<file path="src/rtl/tapPkg.sv">
package tapPkg;

  typedef enum logic [3:0] {
    ST_RESET,
    ST_IDLE,
    ST_SEL_DR,
    ST_CAP_DR,
    ST_SHIFT_DR,
    ST_EXIT1_DR,
    ST_PAUSE_DR,
    ST_EXIT2_DR,
    ST_UPD_DR,
    ST_SEL_IR,
    ST_CAP_IR,
    ST_SHIFT_IR,
    ST_EXIT1_IR,
    ST_PAUSE_IR,
    ST_EXIT2_IR,
    ST_UPD_IR
  } tapState_e;

  localparam int IR_W = 3;
  localparam int ID_W = 32;

  localparam logic [IR_W-1:0] OP_EXTEST  = 3'b000;
  localparam logic [IR_W-1:0] OP_IDCODE  = 3'b001;
  localparam logic [IR_W-1:0] OP_SAMPLEZ = 3'b010;
  localparam logic [IR_W-1:0] OP_SAMPLE  = 3'b100;
  localparam logic [IR_W-1:0] OP_BYPASS  = 3'b111;
  localparam logic [IR_W-1:0] IR_CAPTURE = 3'b001;

  typedef enum logic [1:0] {
    SEL_BYPASS,
    SEL_IDENT,
    SEL_BOUNDARY
  } drSel_e;

  typedef struct packed {
    logic inReset;
    logic captureIr;
    logic shiftIr;
    logic updateIr;
    logic captureDr;
    logic shiftDr;
  } tapStrobes_t;

  function automatic drSel_e decodeSel(input logic [IR_W-1:0] op);
    drSel_e sel;
    case (op)
      OP_EXTEST, OP_SAMPLEZ, OP_SAMPLE: sel = SEL_BOUNDARY;
      OP_IDCODE:                        sel = SEL_IDENT;
      default:                          sel = SEL_BYPASS;
    endcase
    return sel;
  endfunction

  function automatic logic disablesOutputs(input logic [IR_W-1:0] op);
    return (op == OP_EXTEST) || (op == OP_SAMPLEZ);
  endfunction

endpackage

</file>
<file path="src/rtl/tapFsm.sv">
module tapFsm
  import tapPkg::*;
(
  input  logic        tck,
  input  logic        powerOnRst,
  input  logic        tms,
  output tapState_e   curState,
  output tapStrobes_t strobe
);

  tapState_e nextState;

  always_comb begin
    nextState = curState;
    case (curState)
      ST_RESET:    nextState = tms ? ST_RESET    : ST_IDLE;
      ST_IDLE:     nextState = tms ? ST_SEL_DR   : ST_IDLE;
      ST_SEL_DR:   nextState = tms ? ST_SEL_IR   : ST_CAP_DR;
      ST_CAP_DR:   nextState = tms ? ST_EXIT1_DR : ST_SHIFT_DR;
      ST_SHIFT_DR: nextState = tms ? ST_EXIT1_DR : ST_SHIFT_DR;
      ST_EXIT1_DR: nextState = tms ? ST_UPD_DR   : ST_PAUSE_DR;
      ST_PAUSE_DR: nextState = tms ? ST_EXIT2_DR : ST_PAUSE_DR;
      ST_EXIT2_DR: nextState = tms ? ST_UPD_DR   : ST_SHIFT_DR;
      ST_UPD_DR:   nextState = tms ? ST_SEL_DR   : ST_IDLE;
      ST_SEL_IR:   nextState = tms ? ST_RESET    : ST_CAP_IR;
      ST_CAP_IR:   nextState = tms ? ST_EXIT1_IR : ST_SHIFT_IR;
      ST_SHIFT_IR: nextState = tms ? ST_EXIT1_IR : ST_SHIFT_IR;
      ST_EXIT1_IR: nextState = tms ? ST_UPD_IR   : ST_PAUSE_IR;
      ST_PAUSE_IR: nextState = tms ? ST_EXIT2_IR : ST_PAUSE_IR;
      ST_EXIT2_IR: nextState = tms ? ST_UPD_IR   : ST_SHIFT_IR;
      ST_UPD_IR:   nextState = tms ? ST_SEL_DR   : ST_IDLE;
      default:     nextState = ST_RESET;
    endcase
  end

  always_ff @(posedge tck or posedge powerOnRst) begin
    if (powerOnRst) curState <= ST_RESET;
    else            curState <= nextState;
  end

  always_comb begin
    strobe.inReset   = (curState == ST_RESET);
    strobe.captureIr = (curState == ST_CAP_IR);
    strobe.shiftIr   = (curState == ST_SHIFT_IR);
    strobe.updateIr  = (curState == ST_UPD_IR);
    strobe.captureDr = (curState == ST_CAP_DR);
    strobe.shiftDr   = (curState == ST_SHIFT_DR);
  end

endmodule

</file>
<file path="src/rtl/tapDatapath.sv">
module tapDatapath
  import tapPkg::*;
#(
  parameter int                BOUND_LEN = 107,
  parameter logic [ID_W-1:0]   ID_WORD   = 32'h0000D021
) (
  input  logic                 tck,
  input  logic                 powerOnRst,
  input  logic                 tdi,
  input  tapStrobes_t          strobe,
  input  logic [BOUND_LEN-1:0] pinCapture,
  output logic                 tdo,
  output logic                 tdoEnable,
  output logic                 outputDisable,
  output logic [IR_W-1:0]      irCur,
  output logic [IR_W-1:0]      irShift
);

  drSel_e               drSel;
  logic                 bypassBit;
  logic [ID_W-1:0]      identReg;
  logic [BOUND_LEN-1:0] boundReg;
  logic                 tdoNext;
  logic                 drOut;

  // Instruction path: shift stage plus active copy
  always_ff @(posedge tck) begin
    if (strobe.captureIr)    irShift <= IR_CAPTURE;
    else if (strobe.shiftIr) irShift <= {tdi, irShift[IR_W-1:1]};
  end

  always_ff @(posedge tck or posedge powerOnRst) begin
    if (powerOnRst)           irCur <= OP_IDCODE;
    else if (strobe.inReset)  irCur <= OP_IDCODE;
    else if (strobe.updateIr) irCur <= irShift;
  end

  assign drSel         = decodeSel(irCur);
  assign outputDisable = disablesOutputs(irCur);

  // Data registers, each active only when selected
  always_ff @(posedge tck) begin
    if (drSel == SEL_BYPASS) begin
      if (strobe.captureDr)    bypassBit <= 1'b0;
      else if (strobe.shiftDr) bypassBit <= tdi;
    end
  end

  always_ff @(posedge tck) begin
    if (drSel == SEL_IDENT) begin
      if (strobe.captureDr)    identReg <= ID_WORD;
      else if (strobe.shiftDr) identReg <= {tdi, identReg[ID_W-1:1]};
    end
  end

  generate
    if (BOUND_LEN > 1) begin : gBoundLong
      always_ff @(posedge tck) begin
        if (drSel == SEL_BOUNDARY) begin
          if (strobe.captureDr)    boundReg <= pinCapture;
          else if (strobe.shiftDr) boundReg <= {tdi, boundReg[BOUND_LEN-1:1]};
        end
      end
    end else begin : gBoundOne
      always_ff @(posedge tck) begin
        if (drSel == SEL_BOUNDARY) begin
          if (strobe.captureDr)    boundReg <= pinCapture;
          else if (strobe.shiftDr) boundReg <= tdi;
        end
      end
    end
  endgenerate

  always_comb begin
    case (drSel)
      SEL_IDENT:    drOut = identReg[0];
      SEL_BOUNDARY: drOut = boundReg[0];
      default:      drOut = bypassBit;
    endcase
  end

  always_comb begin
    if (strobe.shiftIr)      tdoNext = irShift[0];
    else if (strobe.shiftDr) tdoNext = drOut;
    else                     tdoNext = 1'b0;
  end

  // Serial output retimed to the falling edge
  always_ff @(negedge tck or posedge powerOnRst) begin
    if (powerOnRst) begin
      tdo       <= 1'b0;
      tdoEnable <= 1'b0;
    end else begin
      tdo       <= tdoNext;
      tdoEnable <= strobe.shiftIr | strobe.shiftDr;
    end
  end

endmodule

</file>
<file path="src/rtl/tapCtrl.sv">
module tapCtrl
  import tapPkg::*;
#(
  parameter int          BOUND_LEN   = 107,
  parameter logic [3:0]  ID_REVISION = 4'h0,
  parameter logic [15:0] ID_PART     = 16'h000D,
  parameter logic [10:0] ID_VENDOR   = 11'h010
) (
  input  logic                 tck,
  input  logic                 powerOnRst,
  input  logic                 tms,
  input  logic                 tdi,
  input  logic [BOUND_LEN-1:0] pinCapture,
  output logic                 tdo,
  output logic                 tdoEnable,
  output logic                 outputDisable
);

  localparam logic [ID_W-1:0] ID_WORD = {ID_REVISION, ID_PART, ID_VENDOR, 1'b1};

  tapState_e       curState;
  tapStrobes_t     strobe;
  logic [IR_W-1:0] irCur;
  logic [IR_W-1:0] irShift;

  tapFsm u_fsm (
    .tck        (tck),
    .powerOnRst (powerOnRst),
    .tms        (tms),
    .curState   (curState),
    .strobe     (strobe)
  );

  tapDatapath #(
    .BOUND_LEN (BOUND_LEN),
    .ID_WORD   (ID_WORD)
  ) u_dp (
    .tck           (tck),
    .powerOnRst    (powerOnRst),
    .tdi           (tdi),
    .strobe        (strobe),
    .pinCapture    (pinCapture),
    .tdo           (tdo),
    .tdoEnable     (tdoEnable),
    .outputDisable (outputDisable),
    .irCur         (irCur),
    .irShift       (irShift)
  );

endmodule

</file>
<file path="config.mk">
export PLATFORM = sky130hd
export DESIGN_NAME = tapCtrl
export DESIGN_NICKNAME = d
export VERILOG_FILES = /design/src/rtl/tapPkg.sv /design/src/rtl/tapFsm.sv /design/src/rtl/tapDatapath.sv /design/src/rtl/tapCtrl.sv
export SDC_FILE = /design/constraint.sdc
export NUM_CORES = 1
export LEC_CHECK = 0
export ABC_CLOCK_PERIOD_IN_PS = 6060
export BUFFER_PORTS_ARGS = -buffer_cell sky130_fd_sc_hd__buf_2
export CORE_UTILIZATION = 45
export CTS_CLUSTER_SIZE = 30
export DETAILED_ROUTE_END_ITERATION = 8
export PLACE_DENSITY = 0.69
export SLEW_MARGIN = 5
export SYNTH_ARGS = -nofsm -noshare
export SYNTH_HDL_FRONTEND = slang
export SYNTH_SLANG_ARGS = --single-unit
</file>
<file path="constraint.sdc">
create_clock -name tck -period 6.06 [get_ports tck]
set_input_delay 0.606 -clock tck [delete_from_list [all_inputs] [get_ports tck]]
set_output_delay 0.606 -clock tck [all_outputs]
set_load 0.01 [all_outputs]
</file>
==> summary.md, run 1 <==
| Metric | Value |
|---|---|
| Outcome | completed |
| Final Power | between 0.003 and 0.004 W |
| Row count | between 40 and 50 |
| 1st-iter DRT viols | 169 |
| Leakage | 2.824 nW |
| DRC viols | 0 |
| Worst r2r src | u_dp.irCur[0] |
| CTS tree | built |
| Pre-antenna DRT Iters | 4 |
| Die width | between 100 and 150 µm |
| First-pass GRT wire length | between 15,000 and 20,000 µm |
| Final setup violation count | 0 |
| Vias in the first global route | about 3,400 |
| Worst-Margin Slew | around 1000 ps |
| Final Hold Fails | 0 |
| Seq/Total Area, Yosys | 68.62% |
| Arr. time, crit path | about 2100 ps |
| Clk slew on worst S/H paths | roughly 60 ps |
| Syn. warnings | 0 |
| Initial Util | between 40% and 50% |
| Max Root-Sink Buffers | 2 |
| Area leader, netlist | edfxtp_1 |
| Setup TNS | 0 ps |
| Worst setup margin | approximately 1100 ps |
| Core box area | 14,040 µm² |
| Max incr delay on CP | 540 ps |
| RSZ-0062 raised after global routing | false |
| Gate Count Post-Synth | roughly 400 |
| Synth Cell Area | approximately 6500 µm² |
| Number of antenna diodes | 0 |
| Postcts setup bufs | 0 |
| Worst-case vdd ir drop | around 0.21 mV |
| Vias per cell | a little over 5 |
| Clock net sink count | roughly 150 |
| Final nets | slightly above 600 |
| Die ar. | approximately 15,000 µm² |
| Max cap viols | 0 |
| IO buf count | about 110 |
| Area Overhead vs Synth | 18.76% |
| Hold WC Path Type | input pin to async pin |
| Average size of a mapped cell | between 15 and 20 µm² |
| Max-slew headroom | 31.60% |
| GRT overflow | 0 |
| Crit path cell chain | inv_1, or3_1, ha_1, a221oi_1, o22ai_1 |
| Antenna-violating nets left | 0 |
| Vias after detailed routing | 3,509 |
| Antenna violations before repair | 0 |
| Cts hold-fix bufs | 0 |
| Slowest-stage cell, CP | dfstp_2 |
| Synth top area share | ~64% |
| Total GRT Usage | between 10% and 20% |
| Mapped Nets | between 500 and 600 |
| Top cells by area, synth | edfxtp_1 (64%), mux2_2 (17%), nor2b_1 (2.8%) |
| Post-detail-place hpwl | 6695 µm |
| Final core utilization | between 50% and 60% |
| Clock buffers created by TritonCTS | 17 |
| Wirelength per Cell | between 15 and 20 µm |
| CTS root buf | clkbuf_16 |
| Cts repair resizes | 0 |
| Smallest hold slack | 145.2 ps |
| Number of I/O pins | 114 |
| Place WS | around 1100 ps |
| H-tree levels | 4 |
| Slew Viols, Final | 0 |
| CP Capture Type | flip-flop |
| Clk_lat worst skew | around 400 ps |
| Setup crit start | u_dp.irCur[0] |
| WL final | about 11,000 µm |
| Die extent in y | between 100 and 150 µm |
| GP Congestion | 0.8224 |
| CP Max Fanout | 3 |
| Clk_skew | roughly 23 ps |
| Required time of the critical path | 3240 ps |
| WS Path Type | flip-flop to flip-flop |
| Netlist cell types | 44 |
| Layout cell share with drive strength beyond 1 | between 40% and 50% |
| Startpoint Class | flip-flop |
| Pin count of the biggest net entering global routing | 95 |
| Synthesized flop and latch total | 152 |
| PwrDens | ~400 nW/µm² |
## power breakdown
group          switching (W)  total, W  internal, W  leakage [nW]
Sequential         0.0000969   0.00144      0.00135          1.41
Clock               0.000394   0.00103     0.000635         0.283
Combinational       0.000267  0.000552     0.000285          1.13
Total               0.000758   0.00302      0.00227          2.82
## flip-flops by register name, indices dropped and copies added (netlist names)
name,count
u_dp.irShift,3
u_fsm.curState,4
u_dp.bypassBit,1
u_dp.tdo,1
u_dp.irCur,3
u_dp.boundReg,107
u_dp.tdoEnable,1
u_dp.identReg,32
## per-stage QoR
stage | cell area (µm²) | std cells
2_1_floorplan | 6544 | 392
3_3_place_gp | 7193 | 665
3_5_place_dp | 7193 | 665
4_1_cts | 7771 | 697
5_1_grt | 7771 | 697
6_report | 7771 | 697
## worst max-delay path: cells and delay by family (launching register included)
family          cells  cell delay, ps
compound gates      2             400
fa+ha+maj           1             330
simple gates        1             390
buf+inv             1              70
flops               1             540
## area by class of cell
type	count	area [µm²]
inverters	6	22.52
clock buffers	23	478.0
clock inverters	9	100.1
repair buffers	117	595.6
fillers	1152	6271
flip-flops and latches	152	4491
well taps	180	225.2
multi-input cells	210	1859
## cells in the final DEF (no fill, tap or decap), types with 4 or more instances in the layout
cell type | synthesis | layout
buf_4 | 1 | 4
nor2b_1 | 29 | 29
or2_2 | 5 | 5
buf_2 | 10 | 113
o21ai_0 | 5 | 5
nor2_1 | 9 | 9
edfxtp_1 | 140 | 140
dfrtp_1 | 6 | 6
clkinv_2 | 0 | 5
clkbuf_16 | 0 | 17
o22ai_1 | 4 | 4
mux2_2 | 99 | 99
inv_1 | 6 | 6
nand2_1 | 8 | 8
mux2_1 | 8 | 8
a21oi_1 | 7 | 7
## final timing paths
path,endpoint,slack (ps),cells after the start
max in group asynchronous,u_dp.tdo,2690,2
worst min register to register,u_dp.irShift[0],490,2
worst max-delay path,u_dp.tdo,1100,5
worst max register to register,u_dp.tdo,1100,5
min in group tck,u_dp.irShift[2],460,3
worst min-delay path,u_fsm.curState[2],150,2
## cell usage after synthesis (all sizes together)
library cell / count
inv: 6
mux2i: 1
nor2b: 29
clkbuf: 3
mux2: 107
dfrtp: 6
o211ai: 1
dfstp: 1
or3b: 1
a221oi: 1
nor3: 1
nor4b: 1
nand4: 1
o21bai: 2
edfxtp: 140
or2: 5
and3: 1
a21oi: 7
dfrtn: 2
nand3: 3
dfxtp: 3
a31oi: 2
and2: 3
xor2: 1
nor3b: 2
o21ai: 5
a311o: 1
or3: 2
nand2: 8
o311ai: 1
ha: 3
o21a: 1
o22ai: 4
nand3b: 3
nor2: 9
a221o: 1
nor4bb: 1
a21o: 1
buf: 21
nand2b: 1
## layer usage
metal	track usage, %	vias up	share of wire [%]
li1	-	1703	-
met1	19.67	1718	44
met3	5.019	11	4.4
met4	7.317	0	1.4
met5	0	-	0
met2	23.56	77	50
## logic make-up after synthesis
logic type | share of synthesized area [%]
muxes | 18.57
adders and majority gates | 0.5737
and+or+nand+nor | 6.463
DFF | 68.62
buffers and inverters | 3.002
AOI/OAI and AO/OA | 2.639
xor gates and xnor gates | 0.1339
(Power assumes the default switching activity.)
==> inputs of run 2 (changes only) <==
Settings changed: ABC_CLOCK_PERIOD_IN_PS 6060 to 4000, PLACE_DENSITY 0.69 to 0.72.
Clock period 6.06 ns to 4 ns, I/O delays scaled along.
==> run 2 against run 1 <==
Non-clock buffer count increased by 1. Routed wire length increased by 0.89%. Cell area increased by 1.8%. Core utilization increased by 0.97 points. Worst setup slack got worse by 970 ps. Total power increased by 60%. Combinational power increased by 53%. Largest cell class unchanged.
==> summary.md, run 2 (same netlist as run 1, synthesis figures left out) <==
| Metric | Value |
|---|---|
| Final setup violation count | 0 (unchanged) |
| GP Congestion | 0.8682 (was 0.8224) |
| Die extent in y | 122.6 µm (unchanged) |
| Total GRT Usage | 15.48% (was 15.37%) |
| Required time of the critical path | 2220 ps (was 3240 ps) |
| Clk_lat worst skew | 410 ps (about the same) |
| Most flops, register | u_dp.boundReg (unchanged) |
| Clk slew on worst S/H paths | 60 ps (about the same) |
| IO buf count | 113 (unchanged) |
| Clock buffers created by TritonCTS | 17 (unchanged) |
| 1st-iter DRT viols | 185 (was 169) |
| Final core utilization | 56.31% (was 55.34%) |
| Final nets | 619 (was 618) |
| Vias after detailed routing | 3,506 (was 3,509) |
| Clk_skew | 20.74 ps (was 22.58 ps) |
| Row count | 43 (unchanged) |
| Setup crit start | u_dp.irCur[0] (unchanged) |
| CP Max Fanout | 3 (unchanged) |
| Max Root-Sink Buffers | 2 (unchanged) |
| Pre-antenna DRT Iters | 4 (unchanged) |
| Worst setup endpoint | u_dp.tdo (unchanged) |
| Arr. time, crit path | 2090 ps (was 2140 ps) |
| Wirelength per Cell | 15.39 µm (was 15.28 µm) |
| Max cap viols | 0 (unchanged) |
| Commonest non-fill, non-tap cell in the layout | edfxtp_1 (unchanged) |
| WL final | 10,740 µm (was 10,650 µm) |
| Die width | 122.6 µm (unchanged) |
| H-tree levels | 4 (unchanged) |
| CP Capture Type | flip-flop (unchanged) |
| Area occupied by multi-input gates | 1866 µm² (was 1859 µm²) |
| Fill cells | 1,121 (was 1,152) |
| Largest regs | u_dp.boundReg x107, u_dp.identReg x32, u_fsm.curState x4 (unchanged) |
| Worst reg2reg path depth | 5 (unchanged) |
| Worst-Margin Slew | 617.2 ps (was 1026 ps) |
| CTS tree | built (unchanged) |
| Vias per cell | 5.023 (was 5.034) |
| Post-detail-place hpwl | 6716 µm (was 6695 µm) |
| PwrDens | 610.1 nW/µm² (was 389.2 nW/µm²) |
| First-pass GRT wire length | 17,350 µm (was 17,070 µm) |
| Core box area | 14,040 µm² (unchanged) |
| CTS root buf | clkbuf_16 (unchanged) |
| Startpoint Class | flip-flop (unchanged) |
| Outcome | completed (unchanged) |
| Hold WC Path Type | input pin to flip-flop (was input pin to async pin) |
| FF-to-FF setup slack | 130 ps (was 1100 ps) |
| Leakage | 2.876 nW (was 2.824 nW) |
| WS Path Type | flip-flop to flip-flop (unchanged) |
| RSZ-0062 raised after global routing | false (unchanged) |
| Vias in the first global route | 3,448 (was 3,422) |
| Max reg flops | 107 (unchanged) |
| Most frequent cells in the layout | edfxtp_1 (140), buf_2 (113), mux2_2 (99), nor2b_1 (29), clkbuf_16 (17) (unchanged) |
| Area Overhead vs Synth | 20.84% (was 18.76%) |
| Pin count of the biggest net entering global routing | 116 (was 95) |
| Final Hold Fails | 0 (unchanged) |
| Initial Util | 46.60% (unchanged) |
| Postcts setup bufs | 0 (unchanged) |
| Number of antenna diodes | 0 (unchanged) |
| Clock net sink count | 152 (unchanged) |
| Layout cell share with drive strength beyond 1 | 49.81% (was 49.13%) |
| Seq. cell area | 4491 µm² (unchanged) |
| Worst-case vdd ir drop | 0.3356 mV (was 0.2061 mV) |
| GRT overflow | 0 (unchanged) |
| Antenna violations before repair | 0 (unchanged) |
| Number of I/O pins | 114 (unchanged) |
| Max-slew headroom | 58.85% (was 31.60%) |
| Critical R2R Capture | u_dp.tdo (unchanged) |
| Die ar. | 15,030 µm² (unchanged) |
| Slew Viols, Final | 0 (unchanged) |
| Worst r2r src | u_dp.irCur[0] (unchanged) |
| Setup TNS | 0 ps (unchanged) |
| Antenna-violating nets left | 0 (unchanged) |
| DRC viols | 0 (unchanged) |
-- run 2: changes by cell type in the layout (fill, tap and decap cells not counted), moves of 2 or more --
cell,delta
clkinv_4,+2
buf_4,-2
bufinv_16,+3
clkinv_2,-3
buf_12,+2
clkbuf_1,-3
-- run 2: layout make-up --
| cell class | instances | share of cell area [%] |
|---|---|---|
| multi-input cells | 210 | 23.59 |
| well taps | 180 | 2.848 |
| inverters | 6 | 0.2848 |
| flip-flops and latches | 152 | 56.79 |
| repair buffers | 118 | 7.975 |
| clock buffers | 21 | 6.076 |
| clock inverters | 11 | 2.437 |
-- run 2: worst min-delay path by stage --
stage / from / end / slack (ps) / depth (start not counted)
final: tdi / u_dp.irShift[2] / 260 / 3
after global placement: powerOnRst / u_fsm.curState[3] / 370 / 2
after detailed placement: powerOnRst / u_fsm.curState[3] / 390 / 2
after floorplan: powerOnRst / u_dp.irCur[1] / 230 / 1
after CTS: tdi / u_dp.irShift[2] / 250 / 3
after global routing: pinCapture[60] / u_dp.boundReg[60] / 260 / 2
-- run 2: through the flow --
| step | setup slack, ps | total power, W | instance area (µm²) | hold WS (ps) | std cells |
|---|---|---|---|---|---|
| after floorplan | 283.2 | 0.002902 | 6545 | 227.2 | 392 |
| after global placement | 191.3 | 0.003016 | 7218 | 372.9 | 665 |
| after detailed placement | 99.34 | 0.003066 | 7218 | 387.8 | 665 |
| after CTS | 66.18 | 0.004873 | 7901 | 246.1 | 698 |
| after global routing | 63.38 | 0.005059 | 7908 | 264.1 | 698 |
| final | 130.9 | 0.004825 | 7908 | 261.5 | 698 |
-- run 2: repair_timing --
item | 4_1_cts | 5_1_grt
hold endpoints to repair | 6 | 0
endpoints found under the setup margin | 0 | 1
hold buffers | 1 | 0
resized for setup | 0 | 1
-- run 2: critical path, cell delays in order, from the launching register on --
cell,delay (ps)
dfstp_2,550
inv_1,70
or3_1,400
ha_1,340
a221oi_2,210
o22ai_1,130
-- run 2: where the power goes --
| part | internal (W) | switching (W) | total [W] |
|---|---|---|---|
| clock | 0.00117 | 0.000615 | 0.00179 |
| sequential | 0.00204 | 0.000149 | 0.00219 |
| combinational | 0.000441 | 0.000406 | 0.000847 |
| total | 0.00365 | 0.00117 | 0.00482 |
-- run 2: per-layer routing --
layer / global-route usage (%) / part of all wire, %
met5: 0 / 0
met4: 7.317 / 2.0
met3: 4.089 / 3.9
met2: 23.31 / 50
met1: 20.87 / 45
==> inputs of run 3 (changes only) <==
Settings changed: CORE_MARGIN from default to 2, GPL_ROUTABILITY_DRIVEN from default to 0.
==> run 3 against run 2 <==
Global-route usage fell by 0.50 points. First-iteration DRC count rose by 46%. Critical path depth did not move. Clock power fell by 15%. Die area rose by 3.3%. Core utilization fell by 1.8 points. Flip-flop and latch count did not move. Combinational power rose by 9.9%. Register-to-register slack barely moved.
==> summary.md, run 3 (same netlist as run 1, synthesis figures left out) <==
| Metric | Value |
|---|---|
| Outcome | completed (unchanged) |
| Clk slew on worst S/H paths | 60 ps (about the same) |
| Largest regs | u_dp.boundReg x107, u_dp.identReg x32, u_fsm.curState x4 (unchanged) |
| Vias in the first global route | 3,766 (was 3,448) |
| Max Root-Sink Buffers | 2 (unchanged) |
| Arr. time, crit path | 2080 ps (was 2090 ps) |
| H-tree levels | 4 (unchanged) |
| Clock buffers created by TritonCTS | 17 (unchanged) |
| CP Max Fanout | 3 (unchanged) |
| Required time of the critical path | 2220 ps (about the same) |
| Core box area | 14,370 µm² (was 14,040 µm²) |
| Startpoint Class | flip-flop (unchanged) |
| Antenna violations before repair | 1 (was 0) |
| Worst-case vdd ir drop | 0.2750 mV (was 0.3356 mV) |
| Vias after detailed routing | 3,582 (was 3,506) |
| Critical R2R Capture | u_dp.tdo (unchanged) |
| Worst-Margin Slew | 604.6 ps (was 617.2 ps) |
| Hold path depth | 3 (unchanged) |
| Buf+Inv Stages, Crit Path | 1 (unchanged) |
| WL final | 11,140 µm (was 10,740 µm) |
| Max incr delay on CP | 540 ps (was 550 ps) |
| Row count | 44 (was 43) |
| Min-Delay Endpoint | u_dp.irShift[2] (unchanged) |
| Delay-heaviest family, CP | flip-flops (unchanged) |
| Most flops, register | u_dp.boundReg (unchanged) |
| Place WS | 137.7 ps (was 99.34 ps) |
| CP Capture Type | flip-flop (unchanged) |
| Worst reg2reg path depth | 5 (unchanged) |
| Worst r2r src | u_dp.irCur[0] (unchanged) |
| Max-slew headroom | 59.69% (was 58.85%) |
| DRC viols | 0 (unchanged) |
| Max reg flops | 107 (unchanged) |
| First-pass GRT wire length | 18,150 µm (was 17,350 µm) |
| Max cap viols | 0 (unchanged) |
| PwrDens | 585.8 nW/µm² (was 610.1 nW/µm²) |
| Worst setup margin | 141.0 ps (was 130.9 ps) |
| WS Path Type | flip-flop to flip-flop (unchanged) |
| Slowest-stage cell, CP | dfstp_2 (unchanged) |
| 1st-iter DRT viols | 271 (was 185) |
| Setup TNS | 0 ps (unchanged) |
| Antenna-violating nets left | 0 (unchanged) |
| Post-detail-place hpwl | 7170 µm (was 6716 µm) |
| RSZ-0062 raised after global routing | false (unchanged) |
| Cell area after layout | 7835 µm² (was 7908 µm²) |
| Postcts setup bufs | 0 (unchanged) |
| Wirelength per Cell | 15.75 µm (was 15.39 µm) |
| Pin count of the biggest net entering global routing | 100 (was 116) |
| Hold WC Path Type | input pin to flip-flop (unchanged) |
| Crit path cell chain | inv_1, or3_1, ha_1, a221oi_2, o22ai_1 (unchanged) |
| Number of I/O pins | 114 (unchanged) |
| Clock net sink count | 152 (unchanged) |
| Vias per cell | 5.066 (was 5.023) |
| Total GRT Usage | 14.99% (was 15.48%) |
| Slew Viols, Final | 0 (unchanged) |
| Commonest non-fill, non-tap cell in the layout | edfxtp_1 (unchanged) |
| Setup crit start | u_dp.irCur[0] (unchanged) |
| Die ar. | 15,520 µm² (was 15,030 µm²) |
| Clk_lat worst skew | 410 ps (about the same) |
| # placed instances | 673 (was 665) |
| GRT overflow | 0 (unchanged) |
| Initial Util | 45.54% (was 46.60%) |
| Pre-antenna DRT Iters | 4 (unchanged) |
| Smallest hold slack | 269.2 ps (was 261.5 ps) |
| CTS root buf | clkbuf_16 (unchanged) |
| Final Hold Fails | 0 (unchanged) |
| Final setup violation count | 0 (unchanged) |
| Layout cell share with drive strength beyond 1 | 49.62% (was 49.81%) |
| FF-to-FF setup slack | 140 ps (was 130 ps) |
| Die width | 124.6 µm (was 122.6 µm) |
| Clk_skew | 23.14 ps (was 20.74 ps) |
| Leakage | 2.834 nW (was 2.876 nW) |
| IO buf count | 113 (unchanged) |
| CTS tree | built (unchanged) |
| Area Overhead vs Synth | 19.73% (was 20.84%) |
| Most frequent cells in the layout | edfxtp_1 (140), buf_2 (113), mux2_2 (99), nor2b_1 (29), clkbuf_16 (17) (unchanged) |
| Non-Filler Instances | 707 (was 698) |
| Hold Crit Start | tdi (unchanged) |
| Final nets | 623 (was 619) |
| Placed cell area | 7253 µm² (was 7218 µm²) |
| Die extent in y | 124.6 µm (was 122.6 µm) |
## run 3: metal layers
layer / up-vias / global-route usage, % / part of all wire [%] / wire length [µm]
met5: - / 0 / 0 / 0
met4: 0 / 7.733 / 2.5 / 280
met3: 21 / 4.682 / 4.8 / 539
met2: 82 / 23.43 / 49 / 5444
met1: 1769 / 18.84 / 44 / 4873
li1: 1710 / - / - / -
## run 3: tightest hold or removal path: stages
cell	delay [ps]
buf_2	120
nand2_1	50
o21ai_0	60
## run 3: worst max-delay path by stage
stage | end | slack [ps] | depth (start not counted)
final | u_dp.tdo | 140 | 5
after global routing | u_dp.tdo | 70 | 6
after CTS | u_dp.tdo | 80 | 5
after detailed placement | u_dp.tdo | 140 | 5
after global placement | u_dp.tdo | 190 | 5
after floorplan | u_dp.tdo | 280 | 5
## run 3: through the flow
stage          power [W]  util (%)
2_1_floorplan   0.002902         -
3_3_place_gp    0.003035     50.48
3_5_place_dp    0.003090     50.48
4_1_cts         0.004630     54.47
5_1_grt         0.004807     54.53
6_report        0.004590     54.53
## run 3: final cells by class
| cell class | instances | area [µm²] |
|---|---|---|
| antenna | 1 | 2.502 |
| clock buffer | 18 | 429.2 |
| clock inverter | 14 | 133.9 |
| fill | 1148 | 6534 |
| inverter | 6 | 22.52 |
| multi-input combinational | 210 | 1866 |
| sequential | 152 | 4491 |
| tap | 184 | 230.2 |
| timing repair buffer | 122 | 660.6 |
## run 3: repair_timing
item                       CTS  global route
hold endpoints to repair     6             0
hold buffers                 1             0
gates resized for setup      0             1
setup endpoints to repair    0             1
## run 3: where the power goes
| part | total [W] | switching (W) | internal (W) |
|---|---|---|---|
| sequential | 0.00214 | 0.0000977 | 0.00204 |
| combinational | 0.000931 | 0.000475 | 0.000456 |
| clock | 0.00152 | 0.000612 | 0.000908 |
| total | 0.00459 | 0.00118 | 0.00340 |
